===== src/rtl/spi_wr_pkg.sv =====
package spi_wr_pkg;
   localparam int unsigned BYTE_W   = 8;
   typedef logic [BYTE_W-1:0] byte_t;

   // bus address decode (address 0 = control/status, 1 = data)
   localparam logic ADDR_CTRL = 1'b0;
   localparam logic ADDR_DATA = 1'b1;

   // status bit positions
   localparam int unsigned ST_PEND = 7;
   localparam int unsigned ST_TOG  = 6;
   localparam int unsigned ST_CSN  = 0;
endpackage


===== src/rtl/spi_wr_phase.sv =====
// Serial clock phase generator: one rise and one fall tick per CLK_DIV clocks.
module spi_wr_phase #(
   parameter int unsigned CLK_DIV = 4
) (
   input  logic clk,
   input  logic rst_n,
   input  logic run,
   output logic rise_tick,
   output logic fall_tick
);
   localparam int unsigned HALF = CLK_DIV / 2;

   generate
      if (CLK_DIV < 2 || (CLK_DIV % 2) != 0) begin : g_bad_div
         $error("spi_wr_phase: CLK_DIV must be even and at least 2");
      end

      if (CLK_DIV == 2) begin : g_div2
         logic ph_q;
         always_ff @(posedge clk) begin
            if (!rst_n || !run) ph_q <= 1'b0;
            else                ph_q <= ~ph_q;
         end
         assign rise_tick = run & ~ph_q;
         assign fall_tick = run &  ph_q;
      end else begin : g_divn
         localparam int unsigned CNT_W = $clog2(CLK_DIV);
         logic [CNT_W-1:0] cnt_q;
         always_ff @(posedge clk) begin
            if (!rst_n || !run)                  cnt_q <= '0;
            else if (cnt_q == CNT_W'(CLK_DIV-1)) cnt_q <= '0;
            else                                 cnt_q <= cnt_q + 1'b1;
         end
         assign rise_tick = run && (cnt_q == CNT_W'(HALF-1));
         assign fall_tick = run && (cnt_q == CNT_W'(CLK_DIV-1));
      end
   endgenerate
endmodule


===== src/rtl/spi_wr_shift.sv =====
// Mode 0 shift engine: MSB first, sample on SCK rise, shift on SCK fall.
module spi_wr_shift #(
   parameter int unsigned W = 8
) (
   input  logic         clk,
   input  logic         rst_n,
   input  logic         load,
   input  logic         abort,
   input  logic [W-1:0] load_data,
   input  logic         rise_tick,
   input  logic         fall_tick,
   input  logic         miso,
   output logic         busy,
   output logic         sck,
   output logic         mosi,
   output logic         done,
   output logic [W-1:0] rx_data,
   output logic         rx_toggle
);
   localparam int unsigned CW = $clog2(W);

   generate
      if (W < 2) begin : g_bad_w
         $error("spi_wr_shift: W must be at least 2");
      end
   endgenerate

   logic [W-1:0]  sh_q;
   logic [CW-1:0] bit_q;
   logic          samp_q;
   logic          busy_q, sck_q, tog_q;
   logic [W-1:0]  rx_q;

   assign done = busy_q & fall_tick & (bit_q == CW'(W-1));

   always_ff @(posedge clk) begin
      if (!rst_n) begin
         sh_q   <= '0;
         bit_q  <= '0;
         samp_q <= 1'b0;
         busy_q <= 1'b0;
         sck_q  <= 1'b0;
         tog_q  <= 1'b0;
         rx_q   <= '0;
      end else if (abort) begin
         busy_q <= 1'b0;
         sck_q  <= 1'b0;
      end else begin
         if (busy_q && rise_tick) begin
            sck_q  <= 1'b1;
            samp_q <= miso;
         end
         if (busy_q && fall_tick) begin
            sck_q <= 1'b0;
            sh_q  <= {sh_q[W-2:0], samp_q};
            bit_q <= bit_q + 1'b1;
         end
         if (done) begin
            rx_q  <= {sh_q[W-2:0], samp_q};
            tog_q <= ~tog_q;
         end
         if (load) begin
            sh_q   <= load_data;
            bit_q  <= '0;
            busy_q <= 1'b1;
            sck_q  <= 1'b0;
         end else if (done) begin
            busy_q <= 1'b0;
         end
      end
   end

   assign busy      = busy_q;
   assign sck       = sck_q;
   assign mosi      = sh_q[W-1];
   assign rx_data   = rx_q;
   assign rx_toggle = tog_q;

   // the clock rests low outside a byte
   assert_sck_idle_low_R3: assert property (@(posedge clk) disable iff (!rst_n)
      !busy_q |-> !sck_q);
   // data out holds for the whole high phase
   assert_mosi_hold_R3: assert property (@(posedge clk) disable iff (!rst_n)
      (sck_q && $past(sck_q)) |-> $stable(sh_q[W-1]));
   // toggle flips only on a completed byte
   assert_toggle_on_done_R5: assert property (@(posedge clk) disable iff (!rst_n)
      (tog_q != $past(tog_q)) |-> $past(done && !abort));
endmodule


===== src/rtl/spi_wr_master.sv =====
module spi_wr_master
   import spi_wr_pkg::*;
#(
   parameter int unsigned CLK_DIV = 4
) (
   input  logic              clk,
   input  logic              rst_n,
   input  logic              bus_sel,
   input  logic              bus_wr,
   input  logic              bus_addr,
   input  logic [BYTE_W-1:0] bus_wdata,
   output logic [BYTE_W-1:0] bus_rdata,
   output logic              spi_sck,
   output logic              spi_mosi,
   output logic              spi_drive_en,
   output logic              spi_cs_n,
   input  logic              spi_miso
);
   logic  ctrl_wr, data_wr, start;
   logic  cs_n_q, full_q;
   byte_t hold_q;
   logic  busy, done, rise_tick, fall_tick, rx_tog;
   byte_t rx_byte;

   assign ctrl_wr = bus_sel & bus_wr & (bus_addr == ADDR_CTRL);
   assign data_wr = bus_sel & bus_wr & (bus_addr == ADDR_DATA);
   assign start   = full_q & (~busy | done) & ~ctrl_wr;

   always_ff @(posedge clk) begin
      if (!rst_n) begin
         cs_n_q <= 1'b1;
         full_q <= 1'b0;
         hold_q <= '0;
      end else if (ctrl_wr) begin
         cs_n_q <= 1'b1;
         full_q <= 1'b0;
      end else if (data_wr) begin
         hold_q <= bus_wdata;
         full_q <= 1'b1;
         cs_n_q <= 1'b0;
      end else if (start) begin
         full_q <= 1'b0;
      end
   end

   spi_wr_phase #(.CLK_DIV(CLK_DIV)) u_phase (
      .clk       (clk),
      .rst_n     (rst_n),
      .run       (busy),
      .rise_tick (rise_tick),
      .fall_tick (fall_tick)
   );

   spi_wr_shift #(.W(BYTE_W)) u_shift (
      .clk       (clk),
      .rst_n     (rst_n),
      .load      (start),
      .abort     (ctrl_wr),
      .load_data (hold_q),
      .rise_tick (rise_tick),
      .fall_tick (fall_tick),
      .miso      (spi_miso),
      .busy      (busy),
      .sck       (spi_sck),
      .mosi      (spi_mosi),
      .done      (done),
      .rx_data   (rx_byte),
      .rx_toggle (rx_tog)
   );

   always_comb begin
      bus_rdata = '0;
      if (bus_addr == ADDR_DATA) begin
         bus_rdata = rx_byte;
      end else begin
         bus_rdata[ST_PEND] = busy | full_q;
         bus_rdata[ST_TOG]  = rx_tog;
         bus_rdata[ST_CSN]  = cs_n_q;
      end
   end

   assign spi_cs_n     = cs_n_q;
   assign spi_drive_en = ~cs_n_q;

   // no clocking outside a selected session
   assert_cs_before_sck_R11: assert property (@(posedge clk) disable iff (!rst_n)
      spi_sck |-> !spi_cs_n);
   // a control write closes the session on the next clock
   assert_ctrl_closes_R8: assert property (@(posedge clk) disable iff (!rst_n)
      ctrl_wr |=> (spi_cs_n && !spi_drive_en && !spi_sck && !busy && !full_q));
   // without a data write, an idle engine stays idle
   assert_read_quiet_R9: assert property (@(posedge clk) disable iff (!rst_n)
      (!busy && !full_q && !data_wr) |=> !busy);
   // a data write leaves work pending on the next clock
   assert_write_pending_R6: assert property (@(posedge clk) disable iff (!rst_n)
      (data_wr && !ctrl_wr) |=> (full_q || busy));
endmodule


===== config.mk =====
export PLATFORM = sky130hd
export DESIGN_NAME = spi_wr_master
export DESIGN_NICKNAME = d
export VERILOG_FILES = /design/src/rtl/spi_wr_pkg.sv /design/src/rtl/spi_wr_phase.sv /design/src/rtl/spi_wr_shift.sv /design/src/rtl/spi_wr_master.sv
export SDC_FILE = /design/constraint.sdc
export NUM_CORES = 1
export LEC_CHECK = 0
export BUFFER_PORTS_ARGS = -buffer_cell sky130_fd_sc_hd__buf_2
export CORE_MARGIN = 8
export CORE_UTILIZATION = 50
export CTS_CLUSTER_SIZE = 12
export DETAILED_ROUTE_END_ITERATION = 16
export PLACE_DENSITY = 0.73
export SETUP_SLACK_MARGIN = 0.1
export SYNTH_ARGS = -nofsm -noshare
export SYNTH_HDL_FRONTEND = slang
export SYNTH_SLANG_ARGS = --single-unit

===== constraint.sdc =====
create_clock -name clk -period 2.38 [get_ports clk]
set_clock_uncertainty 0.1 [all_clocks]
set_input_delay 0.476 -clock clk [delete_from_list [all_inputs] [get_ports clk]]
set_output_delay 0.476 -clock clk [all_outputs]
set_load 0.03 [all_outputs]

---- Word level (Yosys, flattened, before mapping) ----
Cells that the tools add are included.
word-level totals
  input port bits ......................... 14
  word-level logic and storage cells ...... 59
  flip-flop bits (word level) ............. 35
  output and inout bits ................... 12
cells by class
  muxes and demuxes ....................... 11
  $add $sub $neg .......................... 2
  bitwise logic cells ..................... 15
  reduce and logical (&&, ||, !) cells .... 17
  equality and inequality tests ........... 3
operators with widths
  cell                                                                    count
  8-bit two-way mux                                                       2
  2-bit AND reduction                                                     4
  1-bit AND                                                               7
  3-bit two-way mux                                                       2
  1-bit inverter                                                          6
  2-bit nonzero test                                                      3
  1-bit two-way mux                                                       5
  5-bit two-way mux                                                       1
  1-bit logical AND                                                       4
  2-bit OR reduction                                                      2
  4-bit OR reduction                                                      1
  3-bit by 1-bit adder with 3-bit output (second input constant)          1
  3-bit equality test (second input constant)                             1
  2-bit by 1-bit adder with 2-bit output (second input constant)          1
  2-bit by 1-bit equality test with 1-bit output (second input constant)  1
  2-bit equality test (second input constant)                             1
  1-bit logical NOT                                                       2
  2-bit two-way mux                                                       1
  1-bit OR                                                                2
  1-bit logical OR                                                        1

---- Logic depth before layout (Yosys ltp) ----
Gate-level depths: netlist of run 1.
  depth after elaboration ................. 9
  mapped depth ............................ 7
  depth with buffers taken out ............ 6

---- By module ----
Synthesis of run 1 repeated with hierarchy kept, for this count alone.
second synthesis, totals
  cells, all modules ...................... 177
  area, all modules ....................... 1626.6 µm²
modules (own cells, without submodules)
  module         times used  area an instance (µm²)  cells each
  spi_wr_shift   1           1001.0                  108
  spi_wr_master  1           518.0                   60
  spi_wr_phase   1           107.6                   9

---- Worst setup path before layout of run 1 ----
OpenSTA, ideal clock, no wires.
  kind .................................... reg2out
  start point ............................. register cs_n_q, in the netlist spi_cs_n
  end point ............................... output port bus_rdata[0]
  setup slack ............................. 0.317 ns
  stages on the path, launching flop included .. 3
  data required time ...................... 1.804 ns
  arrival time ............................ 1.487 ns
  buffers on the path ..................... 0
  cells stage by stage .................... dfxtp_1 inv_1 o21ai_0
on the way
  longest elaborated chain between the ends .. 1
ends and longest elaborated chain
  element                 RTL line             RTL
  start, declared         spi_wr_master.sv:20  logic cs_n_q, full_q;
  start signal, assigned  spi_wr_master.sv:31  cs_n_q <= 1'b1;
  start signal, assigned  spi_wr_master.sv:35  cs_n_q <= 1'b1;
  start signal, assigned  spi_wr_master.sv:40  cs_n_q <= 1'b0;
  1-bit two-way mux       spi_wr_master.sv:73  if (bus_addr == ADDR_DATA) begin
  end, declared           spi_wr_master.sv:12  output logic [BYTE_W-1:0] bus_rdata,
Every way passes these cells.

---- Final worst setup path of run 1 ----
  start point ............................. register u_phase.g_divn.cnt_q[0]
  end point ............................... register u_shift.bit_q[0]
on the way
  longest elaborated chain between the ends .. 9
ends and longest elaborated chain
  element                        RTL line             RTL
  start, declared                spi_wr_phase.sv:28   logic [CNT_W-1:0] cnt_q;
  start signal, assigned         spi_wr_phase.sv:32   else cnt_q <= cnt_q + 1'b1;
  2-bit equality test (*)        spi_wr_phase.sv:35   assign fall_tick = run && (cnt_q == CNT_W'(CLK_DIV-1));
  1-bit logical AND (*)          spi_wr_phase.sv:35
  1-bit AND (2 in a row)         spi_wr_shift.sv:34   assign done = busy_q & fall_tick & (bit_q == CW'(W-1));
  1-bit OR                       spi_wr_master.sv:27  assign start = full_q & (~busy | done) & ~ctrl_wr;
  1-bit AND (2 in a row)         spi_wr_master.sv:27
  2-bit nonzero test (no line)   --
  2-bit AND reduction (no line)  --
  end signal, assigned           spi_wr_shift.sv:56   bit_q <= bit_q + 1'b1;
  end, declared                  spi_wr_shift.sv:29   logic [CW-1:0] bit_q;
Mark *: on every way between the ends. The rest lies on a longest branch, timed or not.
A chain may end at the register's enable or synchronous reset.

==> results of run 1 <==
## cell type report
| type | instances | share of cell area [%] |
|---|---|---|
| inverter | 2 | 0.4494 |
| timing repair buffer | 25 | 7.491 |
| sequential | 35 | 41.95 |
| clock buffer | 7 | 2.697 |
| clock inverter | 1 | 0.2996 |
| multi-input combinational | 116 | 44.64 |
| tap | 33 | 2.472 |
## per-layer routing
| metal | track usage [%] | vias to the layer above | wire [um] | share of wire (%) |
|---|---|---|---|---|
| met5 | 0 | - | 0 | 0 |
| met4 | 6.467 | 0 | 40 | 1.3 |
| met3 | 4.379 | 5 | 156 | 5.2 |
| met2 | 20.31 | 23 | 1369 | 45 |
| met1 | 15.04 | 517 | 1458 | 48 |
| li1 | - | 597 | - | - |
## critical path, stage by stage (launching register included)
cell and delay [ns]:
dfxtp_1 0.34, ha_1 0.23, and2_1 0.20, o21ai_1 0.66, or3_1 0.21, a21boi_1 0.05
## path summary, 6_finish.rpt
check / cells past startpoint / slack [ns] / end / startpoint
worst min register to register: 1 / 0.37 / u_phase.g_divn.cnt_q[0] / u_phase.g_divn.cnt_q[0]
worst max register to register: 5 / 0.49 / u_shift.bit_q[0] / u_phase.g_divn.cnt_q[0]
worst max-delay path: 5 / 0.49 / u_shift.bit_q[0] / u_phase.g_divn.cnt_q[0]
worst min-delay path: 3 / 0.30 / hold_q[1] / bus_wdata[1]
## flip-flops by register name, indices dropped and copies added, names as in the netlist
signal,flops
hold_q,8
u_shift.rx_data,8
u_shift.sh_q,8
u_shift.bit_q,3
u_phase.g_divn.cnt_q,2
full_q,1
spi_cs_n,1
u_shift.busy,1
u_shift.rx_toggle,1
u_shift.samp_q,1
u_shift.sck,1
## report_power, final
| part | internal (mW) | total, mW | switching, mW |
|---|---|---|---|
| clock | 0.115 | 0.300 | 0.185 |
| sequential | 0.602 | 0.615 | 0.0131 |
| combinational | 0.0360 | 0.0885 | 0.0525 |
| total | 0.753 | 1.00 | 0.250 |
## cells by family (layout without fill, tap and decap cells)
group / after synthesis / after routing / share of synthesized area, %
and+or+nand+nor: 57 / 57 / 20.50
AOI/OAI and AO/OA: 36 / 36 / 13.45
DFF: 35 / 35 / 47.06
muxes: 18 / 18 / 12.18
buffers and inverters: 9 / 35 / 2.857
adders and majority gates: 4 / 4 / 3.361
xor gates and xnor gates: 1 / 1 / 0.5883
## cells in the final DEF (no fill, tap or decap)
cell / netlist / final
a21bo_1: 1 / 1
a21boi_0: 1 / 1
a21boi_1: 3 / 3
a21o_1: 1 / 1
a21oi_1: 18 / 18
and2_1: 7 / 7
and3_1: 1 / 1
and3_4: 1 / 1
buf_2: 1 / 25
clkbuf_1: 5 / 2
clkbuf_4: 0 / 5
clkinv_2: 0 / 1
dfxtp_1: 35 / 35
ha_1: 4 / 4
inv_1: 2 / 2
mux2_2: 1 / 1
mux2i_1: 17 / 17
nand2_1: 16 / 16
nand3_1: 5 / 5
nand3b_1: 2 / 2
nor2_1: 5 / 5
nor2b_1: 18 / 18
nor4_1: 1 / 1
o21a_1: 1 / 1
o21ai_0: 10 / 10
o21ai_1: 1 / 1
or3_1: 1 / 1
xor2_1: 1 / 1
==> impl_metrics.py, run 1 <==
metrics = {
    "grt": {
        "grt_pass1_vias": 1182,
        "antenna_found_initial": 0,
        "grt_max_degree": 32,
        "grt_pass1_wl_um": 5237,
        "grt_usage_pct": 12.83,
        "gr-total-overflow": 0,
    },
    "final_layout": {
        "fin_nets": 203,
        "antenna_cells": 0,
        "multi_input_area_um2": 745.7,
        "nFillCells": 284,
        "finish.utilization_pct": 56.57,
        "seq_area_um2": 700.7,
        "stdcell_count": 219,
        "area_delta_synth_final_pct": 12.18,
        "drive_above_1_share_pct": 17.74,
        "final_cell_area_um2": 1670,
    },
    "yosys": {
        "syn_inst": 160,
        "synth_cell_types": 27,
        "async_flop_share_pct": 0,
        "synth_top_area_share_pct": 47.06,
        "syn_area_um2": 1489,
        "synth.yosys.seq_area_share_pct": 47.06,
        "avgSynthCellArea_um2": 9.306,
        "synth_edf_count": 0,
        "yosysTopAreaCell": "dfxtp_1",
        "syn-num-nets": 178,
        "yosysMostFrequentCell": "dfxtp_1",
        "synth_commonest_cells": "35 x dfxtp_1, 18 x a21oi_1, 18 x nor2b_1",
        "netlist_top_cells_area": "dfxtp_1 47%, mux2i_1 11%, nor2b_1 7.6%",
        "ys_warn_count": 0,
        "synth-main-ff-cell": "dfxtp_1",
        "ys_ff_latch": 35,
    },
    "setup_path": {
        "setup.worst_path.start_class": "register",
        "cp-end-kind": "register",
        "required_ns": 2.51,
        "arrival_ns": 2.02,
        "worstPathMaxFanout": 12,
        "crit_type": "register to register",
    },
    "clock_network": {
        "cts_tree": "done",
        "ctsHoldBuffers": 0,
        "clk_path_buf_depth": 2,
        "h-tree-depth": 2,
        "cts.reportedPaths.clkPinSlew_ns": 0.10,
        "cts_sinks": 35,
        "clock_latency_ns": 0.33,
        "cts_root_buf": "clkbuf_4",
        "postCtsResizedCells": 0,
        "cts_buffers": 5,
        "post-cts-setup-buffers": 0,
    },
    "sta": {
        "hold_violations": 0,
        "slew_headroom_pct": 44.95,
        "worst_pin_slew_ns": 0.8202,
        "holdWs_ns": 0.2968,
        "max_freq_mhz": 529.2,
        "rsz0062_at_grt": "no",
        "finalSetupTns_ns": 0,
        "period_needed_ns": 1.890,
        "setup_viol": 0,
        "slew_violations": 0,
        "min_period_over_period_pct": 79.40,
        "worst_slack_ns": 0.4904,
    },
    "placed_design": {
        "gp_congestion": 0.7954,
        "place_ws_ns": 0.3446,
        "port_buffers": 25,
        "dp_hpwl_um": 2207,
        "place_area_um2": 1620,
        "dp_cells": 211,
    },
    "detailed_routing": {
        "routed-via-count": 1142,
        "ant_nets": 0,
        "drtPass1Iterations": 4,
        "routed_wl_um": 3024,
        "drt_iter0_drc": 41,
        "wire_per_inst_um": 13.81,
        "drc": 0,
        "via_per_inst": 5.215,
    },
    "die": {
        "core_area_um2": 2953,
        "die-area_um2": 4980,
        "die_w_um": 70.57,
        "start_util_pct": 50.42,
        "die_h_um": 70.57,
        "rows": 20,
        "ios": 26,
    },
    "outcome": {
        "status": "finished clean",
    },
    "power": {
        "p_total_mw": 1.003,
        "ir_drop_v": 0.0003034,
        "static-leakage-power_nw": 0.7369,
        "powerDensity_nw_per_um2": 600.4,
    },
    "worst_hold_path": {
        "hp-class": "input port to register",
    },
    "run": {
        "cap_viol_max_count": 0,
    },
}
Note: power is estimated with default switching activity, not from simulation.
==> run 2: changes to the inputs <==
--- a/config.mk
+++ b/config.mk
@@ -5,6 +5,7 @@
 export SDC_FILE = /design/constraint.sdc
 export NUM_CORES = 1
 export LEC_CHECK = 0
+export ABC_AREA = 1
 export BUFFER_PORTS_ARGS = -buffer_cell sky130_fd_sc_hd__buf_2
 export CORE_MARGIN = 8
 export CORE_UTILIZATION = 50
==> constraint.sdc (replaced) <==
create_clock -name clk -period 1.9 [get_ports clk]
set_clock_uncertainty 0.1 [all_clocks]
set_input_delay 0.38 -clock clk [delete_from_list [all_inputs] [get_ports clk]]
set_output_delay 0.38 -clock clk [all_outputs]
set_load 0.03 [all_outputs]
==> impl_metrics.py, run 2 <==
metrics = {
    "yosys": {
        "synth_xor_area_share_pct": 0,
        "synth.yosys.seq_area_share_pct": 41.79,
        "syn-num-nets": 245,
        "synth_fa_ha_area_share_pct": 2.985,
        "syn_area_um2": 1677,
        "synth_simple_gate_area_share_pct": 32.46,
        "avgSynthCellArea_um2": 7.386,
        "netlist_top_cells_area": "dfxtp_1 42%, nand2_1 11%, nor2_1 9.4%",
        "ys_warn_count": 0,
        "synth_top_family_by_area": "simple AND/OR/NAND/NOR gates",
        "synth_compound_area_share_pct": 12.39,
        "synth-main-ff-cell": "dfxtp_1",
        "synthMuxAreaShare_pct": 0,
        "synth_top_area_share_pct": 41.79,
        "yosysTopAreaCell": "dfxtp_1",
        "ys_ff_latch": 35,
        "async_flop_share_pct": 0,
        "synth_cell_types": 25,
        "synth_commonest_cells": "50 x nand2_1, 42 x nor2_1, 35 x dfxtp_1",
        "synth_edf_count": 0,
        "yosysMostFrequentCell": "nand2_1",
        "syn_inst": 227,
    },
    "outcome": {
        "status": "finished clean",
    },
    "clock_network": {
        "h-tree-depth": 2,
        "cts_tree": "done",
        "clock_latency_ns": 0.33,
        "cts_root_buf": "clkbuf_4",
        "cts_sinks": 35,
        "cts_buffers": 5,
        "clk_path_buf_depth": 2,
        "ctsHoldBuffers": 0,
        "cts.reportedPaths.clkPinSlew_ns": 0.10,
    },
    "sta": {
        "setup_viol": 0,
        "min_period_over_period_pct": 89.59,
        "rsz0062_at_grt": "no",
        "period_needed_ns": 1.702,
        "hold_violations": 0,
        "max_freq_mhz": 587.4,
        "slew_headroom_pct": 83.95,
        "finalSetupTns_ns": 0,
        "worst_pin_slew_ns": 0.2408,
        "slew_violations": 0,
    },
    "placed_design": {
        "dp_hpwl_um": 2462,
        "port_buffers": 25,
        "dp_cells": 294,
        "gp_congestion": 0.7927,
    },
    "run": {
        "cap_viol_max_count": 0,
    },
    "power": {
        "static-leakage-power_nw": 1.009,
        "powerDensity_nw_per_um2": 693.6,
        "ir_drop_v": 0.0003881,
    },
    "setup_path": {
        "worstPathMaxFanout": 10,
        "cp-startpoint": "bus_addr",
        "r2r_start": "u_shift.bit_q[0]",
        "arrival_ns": 1.22,
        "cp-end-kind": "output pin",
        "setup.worst_path.start_class": "input port",
        "rrSetupSlack_ns": 0.24,
        "critPathCapture": "bus_rdata[7]",
        "r2r_end": "u_shift.sh_q[5]",
        "required_ns": 1.42,
        "reg2reg_depth": 9,
        "crit_type": "input port to output pin",
    },
    "detailed_routing": {
        "routed-via-count": 1416,
        "via_per_inst": 4.673,
        "drt_iter0_drc": 111,
        "wire_per_inst_um": 11.04,
        "routed_wl_um": 3346,
        "drc": 0,
        "drtPass1Iterations": 4,
        "ant_nets": 0,
    },
    "die": {
        "start_util_pct": 51.05,
        "die_h_um": 73.91,
        "rows": 21,
        "die_w_um": 73.91,
        "core_area_um2": 3284,
        "ios": 26,
        "die-area_um2": 5462,
    },
    "final_layout": {
        "final_common_cell": "nand2_1",
        "stdcell_count": 303,
        "final_cell_mix": "50 x nand2_1, 42 x nor2_1, 35 x dfxtp_1, 25 x inv_1, 24 x buf_2",
        "antenna_cells": 0,
        "drive_above_1_share_pct": 22.96,
        "area_delta_synth_final_pct": 13.58,
        "fin_nets": 274,
    },
    "grt": {
        "grt_usage_pct": 13.67,
        "grt_pass1_vias": 1322,
        "gr-total-overflow": 0,
        "grt_max_degree": 24,
        "antenna_found_initial": 0,
        "grt_pass1_wl_um": 5802,
    },
    "worst_hold_path": {
        "hp-class": "input port to register",
    },
}
run 2: worst min-delay path by stage:
stage / start / to / slack [ns] / depth (start not counted)
2_1_floorplan: u_shift.rx_toggle / u_shift.rx_toggle / 0.32 / 1
3_3_place_gp: u_shift.rx_toggle / u_shift.rx_toggle / 0.34 / 1
3_5_place_dp: u_shift.rx_toggle / u_shift.rx_toggle / 0.34 / 1
4_1_cts: bus_wdata[4] / hold_q[4] / 0.16 / 3
5_1_grt: bus_wdata[3] / hold_q[3] / 0.16 / 3
6_report: bus_wdata[1] / hold_q[1] / 0.17 / 3
run 2: where the power goes:
group	total, mW	internal (mW)	leakage [nW]	switching, mW
Sequential	0.772	0.758	0.284	0.0138
Combinational	0.161	0.0584	0.695	0.103
Clock	0.388	0.144	0.0293	0.243
run 2: area by class of cell:
| class | count | area (um^2) |
|---|---|---|
| clock buffers | 7 | 45.04 |
| clock inverters | 1 | 5.005 |
| fillers | 334 | 1380 |
| inverters | 30 | 115.1 |
| multi-input cells | 155 | 810.8 |
| flip-flops and latches | 35 | 700.7 |
| well taps | 46 | 57.56 |
| repair buffers | 29 | 170.2 |
run 2: cells by family (layout without fill, tap and decap cells):
| logic type | count (synthesis) | after routing |
|---|---|---|
| AND/OR/NAND/NOR | 117 | 117 |
| buffers and inverters | 37 | 67 |
| flip-flops | 35 | 35 |
| AO/OA/AOI/OAI | 34 | 34 |
| adder cells (fa/ha/maj) | 4 | 4 |
run 2: critical path, cell delays in order:
cell and delay, ns:
buf_2 0.23, inv_1 0.17, a31oi_2 0.23, clkbuf_4 0.22
run 2: what timing repair did:
item,in CTS,in global routing
setup endpoints to repair,0,8
setup buffers,0,1
gates resized for setup,0,5
run 2: per-layer routing:
metal	global-route usage, %	wire length [um]	up-vias
met5	0	0	-
met4	6.652	56	0
met3	3.138	177	5
met2	21.00	1466	33
met1	17.45	1646	615
li1	-	-	763
run 2: per-stage QoR:
stage	utilization, %	hold WS (ns)	power, mW	setup WS, ns	cell area, um^2
after floorplan	-	0.3221	0.9044	0.1880	1677
after global placement	55.81	0.3367	0.9441	0.2316	1833
after detailed placement	55.81	0.3427	0.9459	0.2024	1833
after CTS	57.33	0.1603	1.325	0.1577	1883
after global routing	57.98	0.1627	1.388	0.1052	1904
final	57.98	0.1685	1.321	0.1977	1904
